## config.mk

```make
export PLATFORM = sky130hd
export DESIGN_NAME = sscr_status_ctrl
export DESIGN_NICKNAME = d
export VERILOG_FILES = /design/src/rtl/sscr_pkg.sv /design/src/rtl/sscr_bus_decode.sv /design/src/rtl/sscr_flag_cell.sv /design/src/rtl/sscr_status_ctrl.sv
export SDC_FILE = /design/constraint.sdc
export NUM_CORES = 1
export LEC_CHECK = 0
export ABC_AREA = 0
export BUFFER_PORTS_ARGS = -buffer_cell sky130_fd_sc_hd__buf_2
export CORE_MARGIN = 2
export CORE_UTILIZATION = 38
export DETAILED_ROUTE_END_ITERATION = 6
export PLACE_DENSITY = 0.65
export RECOVER_POWER = 25
export SKIP_LAST_GASP = 1
export SYNTH_ARGS = -nofsm -noshare
export SYNTH_HDL_FRONTEND = slang
export SYNTH_HIERARCHICAL = 1
export SYNTH_SLANG_ARGS = --single-unit
```

## constraint.sdc

```tcl
create_clock -name clk -period 1.1 [get_ports clk]
set_input_delay 0.22 -clock clk [delete_from_list [all_inputs] [get_ports clk]]
set_output_delay 0.22 -clock clk [all_outputs]
set_load 0.01 [all_outputs]
```

## src/rtl/sscr_pkg.sv

```systemverilog
package sscr_pkg;

    localparam int unsigned NFLAG = 8;
    localparam int unsigned NEV   = 5;

    // word addresses
    localparam int unsigned A_CTRL = 0;
    localparam int unsigned A_STAT = 1;
    localparam int unsigned A_CMD  = 2;
    localparam int unsigned A_BAUD = 3;

    // flag order: run, master, mode err, tx over, rx over, abort, tx under, rx under
    localparam int unsigned FLAG_POS [NFLAG] = '{0, 1, 7, 8, 9, 10, 11, 12};
    localparam int unsigned FLAG_SET [NFLAG] = '{1, 3, 7, 12, 13, 14, 15, 5};
    localparam int unsigned FLAG_CLR [NFLAG] = '{0, 2, 6, 8, 9, 10, 11, 4};
    localparam bit          FLAG_HW  [NFLAG] = '{0, 0, 0, 1, 1, 1, 1, 1};
    localparam int unsigned FLAG_EV  [NFLAG] = '{0, 0, 0, 0, 1, 2, 3, 4};

    localparam int unsigned BUSY_POS   = 13;
    localparam int unsigned ERR_EN_LSB = 8;
    localparam int unsigned FIRST_ERR  = 2;

    typedef struct packed {
        logic wr_ctrl;
        logic wr_cmd;
        logic wr_baud;
        logic wr_stat;
        logic rd_ctrl;
        logic rd_stat;
        logic rd_baud;
    } dec_t;

endpackage

```

## src/rtl/sscr_bus_decode.sv

```systemverilog
module sscr_bus_decode
    import sscr_pkg::*;
#(
    parameter int unsigned ADDR_W = 2
) (
    input  logic              bus_sel,
    input  logic              bus_we,
    input  logic [ADDR_W-1:0] bus_addr,
    output dec_t              dec
);
    localparam logic [ADDR_W-1:0] AC = ADDR_W'(A_CTRL);
    localparam logic [ADDR_W-1:0] AS = ADDR_W'(A_STAT);
    localparam logic [ADDR_W-1:0] AM = ADDR_W'(A_CMD);
    localparam logic [ADDR_W-1:0] AB = ADDR_W'(A_BAUD);

    logic wr, rd;

    always_comb begin
        wr = bus_sel & bus_we;
        rd = bus_sel & ~bus_we;
        dec.wr_ctrl = wr & (bus_addr == AC);
        dec.wr_stat = wr & (bus_addr == AS);
        dec.wr_cmd  = wr & (bus_addr == AM);
        dec.wr_baud = wr & (bus_addr == AB);
        dec.rd_ctrl = rd & (bus_addr == AC);
        dec.rd_stat = rd & (bus_addr == AS);
        dec.rd_baud = rd & (bus_addr == AB);
    end
endmodule

```

## src/rtl/sscr_flag_cell.sv

```systemverilog
module sscr_flag_cell (
    input  logic clk,
    input  logic rst_n,
    input  logic set_cmd,
    input  logic clr_cmd,
    input  logic hw_ev,
    output logic q
);
    logic q_d, q_q;

    always_comb begin
        q_d = q_q;
        if (hw_ev)
            q_d = 1'b1;               // hardware event wins over a clear
        else if (set_cmd && !clr_cmd)
            q_d = 1'b1;
        else if (clr_cmd && !set_cmd)
            q_d = 1'b0;
    end

    always_ff @(posedge clk or negedge rst_n) begin
        if (!rst_n) q_q <= 1'b0;
        else        q_q <= q_d;
    end

    assign q = q_q;
endmodule

```

## src/rtl/sscr_status_ctrl.sv

```systemverilog
module sscr_status_ctrl
    import sscr_pkg::*;
#(
    parameter int unsigned ADDR_W = 2,
    parameter int unsigned DATA_W = 16,
    parameter int unsigned BAUD_W = 16
) (
    input  logic              clk,
    input  logic              rst_n,
    input  logic              bus_sel,
    input  logic              bus_we,
    input  logic [ADDR_W-1:0] bus_addr,
    input  logic [DATA_W-1:0] bus_wdata,
    output logic [DATA_W-1:0] bus_rdata,
    input  logic              busy_i,
    input  logic              ev_tx_over,
    input  logic              ev_rx_over,
    input  logic              ev_abort,
    input  logic              ev_tx_under,
    input  logic              ev_rx_under,
    output logic              op_enable,
    output logic              master_sel,
    output logic              err_irq,
    output logic [4:0]        cfg_width_m1,
    output logic [1:0]        cfg_clk_mode,
    output logic [BAUD_W-1:0] cfg_baud
);
    localparam int unsigned CTRL_W = ERR_EN_LSB + NEV;

    typedef struct packed {
        logic [4:0]        width_m1;
        logic [1:0]        clk_mode;
        logic [NEV-1:0]    err_en;
        logic [BAUD_W-1:0] baud;
    } cfg_t;

    dec_t             dec;
    cfg_t             cfg_d, cfg_q;
    logic [NFLAG-1:0] flags;
    logic [NEV-1:0]   hw_ev;
    logic [NEV-1:0]   err_en_w;
    logic [DATA_W-1:0] stat_word;
    logic [CTRL_W-1:0] ctrl_word;

    assign hw_ev    = {ev_rx_under, ev_tx_under, ev_abort, ev_rx_over, ev_tx_over};
    assign err_en_w = cfg_q.err_en;

    sscr_bus_decode #(.ADDR_W(ADDR_W)) u_dec (
        .bus_sel  (bus_sel),
        .bus_we   (bus_we),
        .bus_addr (bus_addr),
        .dec      (dec)
    );

    for (genvar i = 0; i < NFLAG; i++) begin : g_flag
        logic ev_in;
        if (FLAG_HW[i]) begin : g_hw
            assign ev_in = hw_ev[FLAG_EV[i]] & cfg_q.err_en[FLAG_EV[i]];
        end else begin : g_sw
            assign ev_in = 1'b0;
        end
        sscr_flag_cell u_cell (
            .clk     (clk),
            .rst_n   (rst_n),
            .set_cmd (dec.wr_cmd & bus_wdata[FLAG_SET[i]]),
            .clr_cmd (dec.wr_cmd & bus_wdata[FLAG_CLR[i]]),
            .hw_ev   (ev_in),
            .q       (flags[i])
        );
    end

    // next configuration
    always_comb begin
        cfg_d = cfg_q;
        if (dec.wr_ctrl) begin
            cfg_d.err_en = bus_wdata[ERR_EN_LSB +: NEV];
            if (!flags[0]) begin
                cfg_d.width_m1 = bus_wdata[4:0];
                cfg_d.clk_mode = bus_wdata[6:5];
            end
        end
        if (dec.wr_baud && !flags[0])
            cfg_d.baud = bus_wdata[BAUD_W-1:0];
    end

    always_ff @(posedge clk or negedge rst_n) begin
        if (!rst_n) cfg_q <= '0;
        else        cfg_q <= cfg_d;
    end

    // read side
    always_comb begin
        stat_word = '0;
        for (int i = 0; i < NFLAG; i++)
            stat_word[FLAG_POS[i]] = flags[i];
        stat_word[BUSY_POS] = busy_i;
        ctrl_word = {cfg_q.err_en, 1'b0, cfg_q.clk_mode, cfg_q.width_m1};
        bus_rdata = '0;
        if (dec.rd_ctrl) bus_rdata = DATA_W'(ctrl_word);
        if (dec.rd_stat) bus_rdata = stat_word;
        if (dec.rd_baud) bus_rdata = DATA_W'(cfg_q.baud);
    end

    assign op_enable    = flags[0];
    assign master_sel   = flags[1];
    assign err_irq      = |flags[NFLAG-1:FIRST_ERR];
    assign cfg_width_m1 = cfg_q.width_m1;
    assign cfg_clk_mode = cfg_q.clk_mode;
    assign cfg_baud     = cfg_q.baud;

    logic unused_stat_wr;
    assign unused_stat_wr = dec.wr_stat;   // status address is read-only
endmodule

```

# After elaboration in Yosys (flattened, before gate mapping)
# Cells that the tools add are included.
[op_classes]
n_reduce_logical = 45
n_mux = 24
eq_ne = 3
n_bitwise = 31
[op_table]
columns = ["cell", "count"]
rows = [
  ["$mux 16", 2],
  ["$and 1x1->1", 29],
  ["$mux 1", 21],
  ["$logic_and 1x1->1", 17],
  ["$logic_not 1->1", 17],
  ["$reduce_bool 3->1", 5],
  ["$mux 13", 1],
  ["$reduce_bool 2->1", 3],
  ["$reduce_or 6->1", 1],
  ["$eq 2x2->1 const B", 2],
  ["$eq 2x1->1 const B", 1],
  ["$logic_not 2->1", 1],
  ["$not 1->1", 2],
  ["$reduce_and 2->1", 1],
]
[word_totals]
input_bits = 28
ff_bits = 36
elab_cells = 115
out_inout_bits = 42

# Longest topological paths before layout
# Gate-level depths: netlist (run 1).
[logic_depth]
ltp_word = 8
ltp_mapped = 7
depth_no_buf = 6

# Hierarchy
# The synthesis (run 1) kept the hierarchy.
[modules_own_cells]
columns = ["mod", "area_each_um2", "instances", "cells_each", "seq_area_each_um2"]
rows = [
  ["sscr_status_ctrl", 1595.3, 1, 141, 700.7],
  ["sscr_flag_cell", 56.3, 8, 5, 25.0],
  ["sscr_bus_decode", 83.8, 1, 7, 0.0],
]

# Least setup slack after synthesis (run 1)
# No wires, ideal clock.
[synth_timing]
kind = "in2reg"
startpoint = "in bus_addr[0]"
endpoint = "reg g_flag[0].u_cell.q_q"
required_time_ns = 0.976
slack_ns = -0.465
cell_stages = 7
setup_ns = 0.124
arrival_ns = 1.441
path_buffers = 1
cell_sequence = "and4b_2 -> clkbuf_1 -> and2_1 -> inv_1 -> ha_1 -> nor2b_1 -> a211o_1"
[synth_via]
elab_chain_len = 6
elab_cells_between_ends = 10
cone_classes = "1 x eq/ne; 1 x mux; 3 x bitwise; 5 x reduce/logical"
[synth_lines]
columns = ["item", "line_no", "text"]
rows = [
  ["from (decl)", "sscr_status_ctrl.sv:12", "input logic [ADDR_W-1:0] bus_addr,"],
  ["$eq 2x2->1 *", "sscr_bus_decode.sv:23", "dec.wr_cmd = wr & (bus_addr == AM);"],
  ["$and 1x1->1 *", "sscr_bus_decode.sv:23", ""],
  ["$and 1x1->1, on equally long branches", "sscr_status_ctrl.sv:66, sscr_status_ctrl.sv:65", ""],
  ["$logic_not 1->1, on equally long branches", "sscr_flag_cell.sv:15, sscr_flag_cell.sv:17", ""],
  ["$logic_and 1x1->1, on equally long branches", "sscr_flag_cell.sv:15, sscr_flag_cell.sv:17", ""],
  ["$mux 1 or $reduce_bool 2->1 (tied branches)", "n/a", ""],
  ["to (signal assigned)", "sscr_flag_cell.sv:23", "else q_q <= q_d;"],
  ["to (decl)", "sscr_flag_cell.sv:9", "logic q_d, q_q;"],
]
# Mark *: on every way between the ends. The rest lies on a longest branch, timed or not.
# A chain may end at the register's enable or synchronous reset.

==> reports/results.txt, run 1 <==
Status -> finished, violations left
Failing checks -> setup timing
Cells after Synth -> 187
Chip height -> 78.7 microns
Reg2Reg Depth -> 4
Grt total ovfl -> 0
Min-delay worst type -> primary input to register
Ratio of cells with drive above 1 in the final layout -> 0.692
Critical Path AT -> 1.28 ns
Final hold viol count -> 0
Starting Density -> 0.389
CTS Buf Count -> 5
Most frequent cells in the layout -> buf_2 (59), dfrtp_1 (35), mux2_4 (23)
Post-route ant nets -> 0
Via density per instance -> 4.87
Synth Warn # -> 6
Root Driver -> clkbuf_8
Max cap viols -> 0
Drt wl/cell -> 15.5 microns
DRC viols -> 0
Commonest non-fill, non-tap cell in the layout -> buf_2
Clock Latency Late Sink -> 0.29 ns
VDD IR-drop max -> 0.620 mV
Crit. End Element -> output pin
Final net count -> 334
Largest fanout on the critical path -> 8
Min Tclk post-route -> 1.50 ns
Final Max Tran Viols -> 0
Diodes inserted -> 0
Area grow syn2layout -> 60.4%
CP startpoint kind -> primary input
Total iterations of the first detailed-routing run -> 4
IO Pins -> 70
Setup tns final -> -12.61 ns
Die area -> 6190 sq um
Post-Syn Area per Cell -> 11.3 sq um
PD cells -> 1050 nW/um^2
Mapped cell area -> 2120 sq um
Worst hold path depth -> 2
Setup repair after global routing missed its margin -> true
Final setup vio count -> 51
Post-route clock period utilization -> 1.36
FMAX -> 668 MHz
Number of global-route vias before repair -> 1744
Antenna violations before repair -> 0
Worst Path Required -> 0.88 ns
Buffers added on ports -> 69
Worst rel slew slack -> 0.659
DR iter-0 viols -> 59
RePlAce Congestion -> 0.727
Actual slew at the worst max-slew pin -> 0.511 ns
Static leakage -> 0.00156 uW
Final wirelength -> 5.74 mm
Total core area -> 5440 sq um
Post-DP HPWL -> 3.74 mm
Die width -> 78.7 microns
Reg clk slew, reported paths -> 0.08 ns
Final WS setup -> -0.398 ns
GRT Total Usage -> 0.178
Setup CP Type -> primary input to output pin
TritonCTS sink count -> 36
CTS tree -> yes
First-pass GRT wire length -> 8.58 mm
Cell row count -> 27
Post-Route Skew -> 0.00884 ns
Clock Path Buffers -> 2
Largest net degree at the start of global routing -> 37
H-tree depth -> 2
Vias post-DR -> 1808
Worst hold slack -> 0.176 ns
==> critical path: stages <==
cell and delay [ns]:
buf_8 0.10, buf_6 0.11, nor4b_4 0.25, buf_6 0.19
nand3b_1 0.11, a21oi_2 0.16, buf_2 0.14
==> state kept, by name (all words and copies together), names as in the netlist <==
signal	count
cfg_baud	16
g_flag.u_cell/q	8
cfg_width_m1	5
err_en_w	5
cfg_clk_mode	2
==> final timing paths <==
path	start	to	slack, ns
worst max-delay path	bus_addr[1]	bus_rdata[11]	-0.40
worst min register to register	err_en_w[2]	err_en_w[2]	0.54
worst max register to register	g_flag[0].u_cell/q	cfg_clk_mode[1]	-0.21
max in group asynchronous	rst_n	cfg_clk_mode[1]	0.18
min in group asynchronous	rst_n	cfg_baud[8]	0.54
worst min-delay path	bus_wdata[7]	cfg_baud[7]	0.18
==> per-layer routing <==
metal | up-vias | routed length [microns] | track usage
li1 | 867 | - | -
met1 | 894 | 2680 | 0.246
met2 | 45 | 2790 | 0.287
met3 | 2 | 243 | 0.0299
met4 | 0 | 27 | 0.0526
met5 | - | 0 | 0
==> final cells by class <==
| type | instances | area, sq um |
|---|---|---|
| fillers | 449 | 2040 |
| multi-input cells | 138 | 1480 |
| flip-flops and latches | 36 | 902 |
| repair buffers | 109 | 805 |
| well taps | 72 | 90.1 |
| clock buffers | 5 | 68.8 |
| inverters | 8 | 30.0 |
| clock inverters | 3 | 18.8 |
==> where the power goes <==
part / total, uW / switching, uW / internal, uW
clock: 960 / 518 / 442
sequential: 1680 / 165 / 1510
combinational: 945 / 371 / 573
total: 3580 / 1050 / 2530
==> metrics by stage <==
step           instances  power, uW  instance area [sq um]  worst slack, ns   util
6_report             371       3580                   3400           -0.398  0.625
5_1_grt              371       3770                   3400           -0.479  0.625
4_1_cts              359       3470                   3080           -0.450  0.567
3_5_place_dp         347       2480                   2880           -0.616  0.530
3_3_place_gp         347       2460                   2880           -0.563  0.530
2_1_floorplan        189       2100                   2300           -0.368      -
==> what timing repair did <==
action,in CTS,in global routing
hold buffers,1,0
endpoints found under the setup margin,52,62
endpoints found under the hold margin,36,0
setup buffers,2,12
cloned,1,1
pin swaps,9,30
gates resized for setup,18,51
Note: power is estimated with default switching activity, not from simulation.
==> run 2, diff against run 1 <==
- RECOVER_POWER: 25 -> 100
==> run 2 against run 1 <==
Against the previous run:
- the run still ends with setup timing left
- setup slack better by 0.00098 ns
- cell count did not move
- cell area is 0.11% lower
- critical path depth did not move
- critical endpoint is now bus_rdata[6]
==> reports/results.txt, run 2 (synthesis results as in run 1) <==
Status -> finished, violations left
Failing checks -> setup timing
Cell family with most CP delay -> buffers and inverters
Largest net degree at the start of global routing -> 37
Place WS -> -0.616 ns
Max cap viols -> 0
Static leakage -> 0.00155 uW
Final Max Tran Viols -> 0
Total iterations of the first detailed-routing run -> 4
Post-route clock period utilization -> 1.36
Worst Path Required -> 0.88 ns
Setup repair after global routing missed its margin -> true
IO Pins -> 70
Post-route insts no fill -> 371
Starting Density -> 0.389
Setup CP Type -> primary input to output pin
CP max stage cell -> and4b_2
Root Driver -> clkbuf_8
Reg2reg start -> g_flag[0].u_cell/q
FMAX -> 668 MHz
Crit. End Element -> output pin
Reg area -> 902 sq um
Worst hold path depth -> 2
Final hold viol count -> 0
Area grow syn2layout -> 60.2%
Worst reg2reg setup slack -> -0.21 ns
Multi-input gate area -> 1480 sq um
CTS Buf Count -> 5
TritonCTS sink count -> 36
Clock power share -> 0.268
Max reg flops -> 16
Clock Latency Late Sink -> 0.29 ns
Antenna violations before repair -> 0
Worst R2R End -> cfg_clk_mode[1]
First-pass GRT wire length -> 8.58 mm
Switching Power -> 1060 uW
Final WS setup -> -0.397 ns
Largest fanout on the critical path -> 15
Final wirelength -> 5.74 mm
Via density per instance -> 4.87
Placed Cells -> 347
Total core area -> 5440 sq um
Combinational Power Share -> 0.263
Final net count -> 334
Post-route ant nets -> 0
PD cells -> 1050 nW/um^2
FILL cells -> 450
Buffers added on ports -> 69
Pint -> 2520 uW
Cell row count -> 27
Most frequent cells in the layout -> buf_2 (50), dfrtp_1 (35), mux2_4 (23)
Actual slew at the worst max-slew pin -> 0.512 ns
Final core utilization -> 0.624
Most used cell along the critical path -> buf_6
Number of global-route vias before repair -> 1744
Commonest non-fill, non-tap cell in the layout -> buf_2
Min-delay worst type -> primary input to register
Sequential Power Share -> 0.469
Max stage delay on crit path -> 0.27 ns
Reg2Reg Depth -> 4
Clock Path Buffers -> 2
CP startpoint kind -> primary input
Setup tns final -> -12.61 ns
GRT Total Usage -> 0.178
Worst rel slew slack -> 0.659
Reg clk slew, reported paths -> 0.08 ns
Grt total ovfl -> 0
CTS tree -> yes
Hold endpoint -> cfg_baud[7]
Final setup vio count -> 51
RePlAce Congestion -> 0.727
Chip height -> 78.7 microns
DR iter-0 viols -> 57
Post-Route Skew -> 0.00877 ns
Crit path buf inv count -> 4
Min Tclk post-route -> 1.50 ns
DRC viols -> 0
CP Cell Sequence -> buf_6 > buf_6 > and4b_2 > buf_12 > nand2b_4 > o21ai_4 > buf_6
H-tree depth -> 2
Critical Path AT -> 1.28 ns
Vias post-DR -> 1807
Diodes inserted -> 0
Hold_sp -> bus_wdata[7]
Drt wl/cell -> 15.5 microns
Sw Ratio -> 0.295
Die area -> 6190 sq um
Post-DP HPWL -> 3.74 mm
Ratio of cells with drive above 1 in the final layout -> 0.692
VDD IR-drop max -> 0.620 mV
Die width -> 78.7 microns
[run 2: cell types whose count changed in the layout (fill, tap and decap cells not counted)]
cell / before / now
buf_2: 59 / 50
clkbuf_2: 0 / 9
buf_8: 3 / 2
buf_6: 19 / 20
[run 2: cell type report]
type / instances / share of cell area
clock buffer: 5 / 0.0203
clock inverter: 3 / 0.00553
sequential: 36 / 0.266
tap: 72 / 0.0265
timing repair buffer: 109 / 0.236
multi-input combinational: 138 / 0.437
inverter: 8 / 0.00885
[run 2: how the worst max path moves through the flow]
stage | startpoint | end | slack, ns | depth (start not counted)
CTS | bus_addr[0] | bus_rdata[6] | -0.45 | 7
global placement | bus_addr[0] | g_flag[1].u_cell/q | -0.56 | 7
detailed placement | bus_addr[0] | g_flag[1].u_cell/q | -0.62 | 7
finish | bus_addr[0] | bus_rdata[6] | -0.40 | 7
floorplan | bus_addr[0] | g_flag[0].u_cell/q | -0.37 | 6
global route | bus_addr[1] | bus_rdata[0] | -0.48 | 7
[run 2: power groups by stage]
| stage | logic (uW) | clock network, uW | registers (uW) |
|---|---|---|---|
| final | 943 | 959 | 1680 |
| after detailed placement | 786 | 0 | 1690 |
| after CTS | 823 | 977 | 1670 |
| after global routing | 1020 | 1040 | 1710 |
| after global placement | 772 | 0 | 1690 |
| after floorplan | 391 | 0 | 1710 |
[run 2: routing by layer]
| metal | part of all wire | wire length [microns] | up-vias | track usage |
|---|---|---|---|---|
| li1 | - | - | 868 | - |
| met1 | 0.47 | 2690 | 894 | 0.246 |
| met2 | 0.49 | 2790 | 43 | 0.287 |
| met3 | 0.040 | 229 | 2 | 0.0299 |
| met4 | 0.0047 | 27 | 0 | 0.0526 |
| met5 | 0 | 0 | - | 0 |
[run 2: repair_timing]
action | CTS | global route
cloned | 1 | 1
hold buffers | 1 | 0
hold endpoints to repair | 36 | 0
buffers inserted | 2 | 12
endpoints found under the setup margin | 52 | 62
pin swaps | 9 | 30
resized for setup | 18 | 51
[run 2: metrics by stage]
stage	instance area [sq um]	hold WS, ns	total power [uW]
6_report	3390	0.177	3580
5_1_grt	3390	0.190	3770
4_1_cts	3080	0.172	3470
3_5_place_dp	2880	0.200	2480
3_3_place_gp	2880	0.199	2460
2_1_floorplan	2300	-0.0756	2100
